### src/rtl/ccf_pkg.sv
package ccf_pkg;

    typedef enum logic [2:0] {
        OP_NONE  = 3'd0,
        OP_ADD   = 3'd1,
        OP_SUB   = 3'd2,
        OP_CMP   = 3'd3,
        OP_NEG   = 3'd4,
        OP_LOGIC = 3'd5,
        OP_SHIFT = 3'd6,
        OP_RSVD  = 3'd7
    } op_e;

    typedef enum logic [1:0] {
        SZ_BYTE = 2'd0,
        SZ_WORD = 2'd1,
        SZ_LONG = 2'd2,
        SZ_RSVD = 2'd3
    } size_e;

    typedef enum logic [2:0] {
        SW_NONE = 3'd0,
        SW_LOAD = 3'd1,
        SW_AND  = 3'd2,
        SW_OR   = 3'd3,
        SW_XOR  = 3'd4,
        SW_R5   = 3'd5,
        SW_R6   = 3'd6,
        SW_R7   = 3'd7
    } swop_e;

    localparam int CCR_W = 8;
    localparam int B_C   = 0;
    localparam int B_V   = 1;
    localparam int B_Z   = 2;
    localparam int B_N   = 3;
    localparam int B_U   = 4;
    localparam int B_H   = 5;
    localparam int B_UI  = 6;
    localparam int B_I   = 7;
    localparam int NSIZE = 3;

    typedef struct packed {
        logic c;
        logic v;
        logic h;
    } arith_t;

    typedef struct packed {
        logic n;
        logic z;
    } nz_t;

    function automatic logic sw_active(swop_e op);
        return (op == SW_LOAD) || (op == SW_AND) || (op == SW_OR) || (op == SW_XOR);
    endfunction

    function automatic logic [CCR_W-1:0] sw_apply(swop_e op, logic [CCR_W-1:0] cur,
                                                  logic [CCR_W-1:0] imm);
        case (op)
            SW_LOAD: return imm;
            SW_AND:  return cur & imm;
            SW_OR:   return cur | imm;
            SW_XOR:  return cur ^ imm;
            default: return cur;
        endcase
    endfunction

    function automatic int size_idx(size_e s);
        case (s)
            SZ_BYTE: return 0;
            SZ_WORD: return 1;
            default: return 2;
        endcase
    endfunction

endpackage

### src/rtl/ccf_arith.sv
module ccf_arith
    import ccf_pkg::*;
#(
    parameter int DATA_W = 32
) (
    input  op_e               op,
    input  size_e             size,
    input  logic [DATA_W-1:0] opa,
    input  logic [DATA_W-1:0] opb,
    output arith_t            flags
);

    logic              is_sub;
    logic [DATA_W-1:0] a_eff;
    arith_t            per_size [NSIZE];

    assign is_sub = (op == OP_SUB) || (op == OP_CMP) || (op == OP_NEG);
    assign a_eff  = (op == OP_NEG) ? '0 : opa;

    for (genvar g = 0; g < NSIZE; g++) begin : g_size
        localparam int W  = DATA_W >> (NSIZE - 1 - g);
        localparam int HP = W - 5;

        logic [W:0]    s_add;
        logic [W:0]    s_sub;
        logic [HP+1:0] h_add;
        logic [HP+1:0] h_sub;
        logic          v_add;
        logic          v_sub;

        assign s_add = {1'b0, a_eff[W-1:0]} + {1'b0, opb[W-1:0]};
        assign s_sub = {1'b0, a_eff[W-1:0]} - {1'b0, opb[W-1:0]};
        assign h_add = {1'b0, a_eff[HP:0]} + {1'b0, opb[HP:0]};
        assign h_sub = {1'b0, a_eff[HP:0]} - {1'b0, opb[HP:0]};

        assign v_add = ~(a_eff[W-1] ^ opb[W-1]) & (s_add[W-1] ^ a_eff[W-1]);
        assign v_sub =  (a_eff[W-1] ^ opb[W-1]) & (s_sub[W-1] ^ a_eff[W-1]);

        assign per_size[g].c = is_sub ? s_sub[W]    : s_add[W];
        assign per_size[g].v = is_sub ? v_sub       : v_add;
        assign per_size[g].h = is_sub ? h_sub[HP+1] : h_add[HP+1];
    end

    assign flags = per_size[size_idx(size)];

endmodule

### src/rtl/ccf_nz.sv
module ccf_nz
    import ccf_pkg::*;
#(
    parameter int DATA_W = 32
) (
    input  size_e             size,
    input  logic [DATA_W-1:0] result,
    output nz_t               nz
);

    nz_t per_size [NSIZE];

    for (genvar g = 0; g < NSIZE; g++) begin : g_size
        localparam int W = DATA_W >> (NSIZE - 1 - g);
        assign per_size[g].n = result[W-1];
        assign per_size[g].z = (result[W-1:0] == '0);
    end

    assign nz = per_size[size_idx(size)];

endmodule

### src/rtl/ccf_merge.sv
module ccf_merge
    import ccf_pkg::*;
(
    input  op_e              op,
    input  logic [CCR_W-1:0] cur,
    input  arith_t           ar,
    input  nz_t              nz,
    input  logic             shout,
    output logic             we,
    output logic [CCR_W-1:0] nxt
);

    always_comb begin
        nxt = cur;
        we  = 1'b0;
        case (op)
            OP_ADD, OP_SUB, OP_CMP, OP_NEG: begin
                we       = 1'b1;
                nxt[B_H] = ar.h;
                nxt[B_N] = nz.n;
                nxt[B_Z] = nz.z;
                nxt[B_V] = ar.v;
                nxt[B_C] = ar.c;
            end
            OP_LOGIC: begin
                we       = 1'b1;
                nxt[B_N] = nz.n;
                nxt[B_Z] = nz.z;
                nxt[B_V] = 1'b0;
            end
            OP_SHIFT: begin
                we       = 1'b1;
                nxt[B_N] = nz.n;
                nxt[B_Z] = nz.z;
                nxt[B_V] = 1'b0;
                nxt[B_C] = shout;
            end
            default: ;
        endcase
    end

endmodule

### src/rtl/ccf_reg.sv
module ccf_reg
    import ccf_pkg::*;
(
    input  logic             clk,
    input  logic             rst,
    input  logic             flag_we,
    input  logic [CCR_W-1:0] flag_val,
    input  swop_e            sw_op,
    input  logic [CCR_W-1:0] sw_imm,
    output logic [CCR_W-1:0] q
);

    always_ff @(posedge clk) begin
        if (rst) begin
            q[B_I] <= 1'b1;
        end else if (sw_active(sw_op)) begin
            q <= sw_apply(sw_op, q, sw_imm);
        end else if (flag_we) begin
            q <= flag_val;
        end
    end

endmodule

### src/rtl/ccf_unit.sv
module ccf_unit
    import ccf_pkg::*;
#(
    parameter int DATA_W = 32
) (
    input  logic              clk,
    input  logic              rst,
    input  logic [2:0]        op_i,
    input  logic [1:0]        size_i,
    input  logic [DATA_W-1:0] opa_i,
    input  logic [DATA_W-1:0] opb_i,
    input  logic [DATA_W-1:0] res_i,
    input  logic              shout_i,
    input  logic [2:0]        sw_op_i,
    input  logic [7:0]        sw_imm_i,
    output logic [7:0]        ccr_o
);

    op_e              op;
    size_e            size;
    swop_e            sw_op;
    arith_t           ar;
    nz_t              nz;
    logic             flag_we;
    logic [CCR_W-1:0] flag_val;
    logic [CCR_W-1:0] ccr_q;

    assign op    = op_e'(op_i);
    assign size  = size_e'(size_i);
    assign sw_op = swop_e'(sw_op_i);

    ccf_arith #(.DATA_W(DATA_W)) u_arith (
        .op    (op),
        .size  (size),
        .opa   (opa_i),
        .opb   (opb_i),
        .flags (ar)
    );

    ccf_nz #(.DATA_W(DATA_W)) u_nz (
        .size   (size),
        .result (res_i),
        .nz     (nz)
    );

    ccf_merge u_merge (
        .op    (op),
        .cur   (ccr_q),
        .ar    (ar),
        .nz    (nz),
        .shout (shout_i),
        .we    (flag_we),
        .nxt   (flag_val)
    );

    ccf_reg u_reg (
        .clk      (clk),
        .rst      (rst),
        .flag_we  (flag_we),
        .flag_val (flag_val),
        .sw_op    (sw_op),
        .sw_imm   (sw_imm_i),
        .q        (ccr_q)
    );

    assign ccr_o = ccr_q;

endmodule

### config.mk
export PLATFORM = sky130hd
export DESIGN_NAME = ccf_unit
export DESIGN_NICKNAME = d
export VERILOG_FILES = /design/src/rtl/ccf_pkg.sv /design/src/rtl/ccf_arith.sv /design/src/rtl/ccf_nz.sv /design/src/rtl/ccf_merge.sv /design/src/rtl/ccf_reg.sv /design/src/rtl/ccf_unit.sv
export SDC_FILE = /design/constraint.sdc
export NUM_CORES = 1
export LEC_CHECK = 0
export CAP_MARGIN = 10
export CORE_MARGIN = 3
export CORE_UTILIZATION = 40
export CTS_CLUSTER_SIZE = 16
export DETAILED_ROUTE_END_ITERATION = 6
export DONT_BUFFER_PORTS = 1
export PLACE_DENSITY = 0.6
export SETUP_SLACK_MARGIN = 0.05
export SKIP_LAST_GASP = 1
export SLEW_MARGIN = 20
export SYNTH_ARGS = -nofsm -noshare
export SYNTH_HDL_FRONTEND = slang
export SYNTH_SLANG_ARGS = --single-unit
### constraint.sdc
create_clock -name clk -period 6.5 [get_ports clk]
set_input_delay 1.3 -clock clk [delete_from_list [all_inputs] [get_ports clk]]
set_output_delay 1.3 -clock clk [all_outputs]
set_load 0.02 [all_outputs]
==> summary.txt <==
Outcome -> finished clean
Largest net degree at the start of global routing -> 29
Max stage delay on crit path -> 0.50 ns
Critical path cell sequence -> inv_1 -> ha_1 -> or3b_2 -> nor3_1 -> nand2_1 -> nor4_1 -> nand2_1 -> o31ai_1 -> xnor2_1 -> ha_1 -> nand4_1 -> nor2_1 -> nand4_1 -> a21oi_1 -> nand2_1 -> and4_1 -> a31oi_1 -> nand3_1
Ys Warns -> 0
Clk pwr share -> 21.9%
Chip width -> 115 um
HP Class -> flip-flop to flip-flop
Area of the multi-input gates -> 0.00411 mm2
Max Fclk -> 200 MHz
Cell Int Power -> 292 uW
Worst Path Arrival -> 4.98 ns
CTS Hold Bufs -> 0
CTS Sinks -> 8
Number of flip-flops in the largest register -> 8
Rel. slew slack -> 35.6%
Count of flip-flops with a built-in enable after synthesis -> 7
Post-Syn Instances -> 658
Port bufs -> 0
Mapped Nets -> 858
Clock Tree Root -> clkbuf_16
Final nets -> 832
Core Box Area -> 0.0115 mm2
Setup TNS -> 0 ns
Pwr dens -> 106 mW/mm2
Min cycle time layout -> 5.00 ns
CP Data Required Time -> 6.47 ns
Placed Area -> 0.00478 mm2
Synthesized flop and latch total -> 8
Combinational share of power -> 63.4%
Via density -> 6.24
Die area -> 0.0132 mm2
DRT antenna net count -> 0
Reg area -> 230 um2
Critical Path Sink Type -> flip-flop
Max Cap Viol -> 0
Area growth syn-to-layout -> 2.24%
CP bufs+invs -> 1
CP max-delay cell -> or3b_2
Initial DRT Pass Iterations -> 5
Post-DP HPWL -> 11700 um
Placer Congestion -> 0.876
Fin. Hold Viols -> 0
Most common cell on crit path -> nand2_1
Most used DFF post-synth -> edfxtp_1
Most common cell after layout, fill and taps aside -> ha_1
Total Wirelength -> 14200 um
WS Path Type -> primary input to flip-flop
Clock transition at path regs -> 0.04 ns
GRT Total Usage -> 20.6%
Switch share -> 43.2%
Worst-Skew Late Latency -> 0.24 ns
Worst VDD drop -> 0.0000717 V
Post-DR wirelength/cell -> 18.3 um
Seq pwr share -> 14.7%
Layout Cells excl Fill -> 774
Biggest regs -> u_reg.q x8
Worst-path fanout max -> 9
Family with the most delay on the worst path -> simple AND/OR/NAND/NOR gates
Asr flop ratio synth -> 0%
Hold WS -> 0.699 ns
DP Cell Count -> 770
Final Slew Violations -> 0
Via Count -> 4832
Synthesized cell area -> 0.00475 mm2
Max clock buf depth -> 2
Design area -> 0.00486 mm2
Die H -> 115 um
Fillers -> 1153
Avg Cell Area, Syn -> 7.23 um2
Final setup fails -> 0
# IOs -> 123
Gr ovfl total -> 0
Row count -> 39
Vias in the first global route -> 4624
CTS resizes -> 0
CTS Buf Count -> 3
Setup bufs post-CTS -> 0
Yosys cell types -> 78
H-tree levels -> 1
RSZ-0062 raised after global routing -> false
Core Util, Final -> 42.2%
First-pass GRT wire length -> 22800 um
Biggest register -> u_reg.q
NetSw -> 222 uW
Initial core utilization -> 41.3%
Leakage power -> 2.07 nW
Number of antenna diodes -> 0
TritonCTS clock tree -> done
Slew @ Worst Pin -> 0.962 ns
Most frequent cells in the layout -> 85 x ha_1, 65 x inv_1, 45 x nand2_1
Startpoint types -> primary input
Drt drc -> 0
Crit share post-route -> 77.0%
Initial DRC Count -> 353
Initial antenna violation count -> 0
Clock skew -> 0 ns
Seq/Total Area, Yosys -> 4.84%
Share of layout cells above drive strength 1 -> 3.33%
path summary, 6_finish.rpt:
| path | from | end | slack, ns | depth (start not counted) |
|---|---|---|---|---|
| max | opb_i[0] | u_reg.q[5]$_DFFE_PP_ | 1.50 | 18 |
| min | u_reg.q[7]$_SDFFE_PP1P_ | u_reg.q[7]$_SDFFE_PP1P_ | 0.70 | 2 |
| max reg2reg | u_reg.q[5]$_DFFE_PP_ | u_reg.q[5]$_DFFE_PP_ | 4.78 | 6 |
| min reg2reg | u_reg.q[7]$_SDFFE_PP1P_ | u_reg.q[7]$_SDFFE_PP1P_ | 0.70 | 2 |
synthesized netlist by cell type, drive strengths merged (3+ instances only):
master	count	share of area (%)
nand3	13	1.4
nor4	18	2.4
nand2	46	3.7
inv	65	5.1
buf	13	1.9
o211ai	5	0.79
o2111ai	4	0.74
a21o	13	2.1
and2	28	3.7
or3	7	0.92
nor2b	13	1.7
o21bai	5	0.79
a211oi	16	2.6
o31ai	10	1.6
edfxtp	7	4.4
a22oi	6	0.95
o21ai	40	4.2
nor3	9	1.2
a31o	3	0.55
a221oi	4	0.74
and4	4	0.74
maj3	4	0.87
clkbuf	20	1.6
a31oi	20	2.8
o22ai	10	1.3
or3b	3	0.55
nor2	34	2.7
nor4bb	4	0.84
a21oi	44	4.6
mux2i	8	1.7
nand4	8	1.1
xor2	3	0.55
or4	4	0.71
nand2b	6	0.79
nor3b	6	1.2
nor4b	3	0.55
ha	85	22
xnor2	34	6.3
routing by layer:
metal	global-route usage, %	vias up	routed length, um
met4	3.91	0	153
met2	36.2	156	6890
met5	0	-	0
li1	-	2378	-
met3	3.37	12	880
met1	26.6	2286	6260
final cells by class:
| type | count | share of cell area [%] |
|---|---|---|
| timing repair buffer | 2 | 0.309 |
| clock buffer | 4 | 1.62 |
| multi-input combinational | 552 | 84.6 |
| sequential | 8 | 4.74 |
| tap | 143 | 3.68 |
| inverter | 65 | 5.02 |
cells by family (layout without fill, tap and decap cells):
family | Yosys count | after routing | synth area share, %
AO/OA/AOI/OAI | 205 | 205 | 29.3
buffers and inverters | 98 | 71 | 8.63
adder cells (fa/ha/maj) | 89 | 89 | 23.2
multiplexers | 8 | 8 | 1.68
flip-flops | 8 | 8 | 4.84
AND/OR/NAND/NOR | 212 | 212 | 25.1
XOR/XNOR | 38 | 38 | 7.29
per-stage QoR:
stage                     power, mW  worst slack, ns
after floorplan               0.348             1.44
after global placement        0.392             1.35
after detailed placement      0.397             1.32
after CTS                     0.513             1.57
after global routing          0.558             1.15
final                         0.513             1.50
power groups by stage:
stage	Combinational, mW	Clock, mW	Sequential (mW)
2_1_floorplan	0.274	0	0.0740
6_report	0.326	0.112	0.0754
5_1_grt	0.365	0.116	0.0762
3_5_place_dp	0.321	0	0.0764
4_1_cts	0.323	0.114	0.0755
3_3_place_gp	0.316	0	0.0762
tightest hold or removal path, stage by stage (launching register included):
cell and delay [ns]:
dfxtp_1 0.49, a211oi_1 0.12, o21ai_0 0.06
Note: power is estimated with default switching activity, not from simulation.
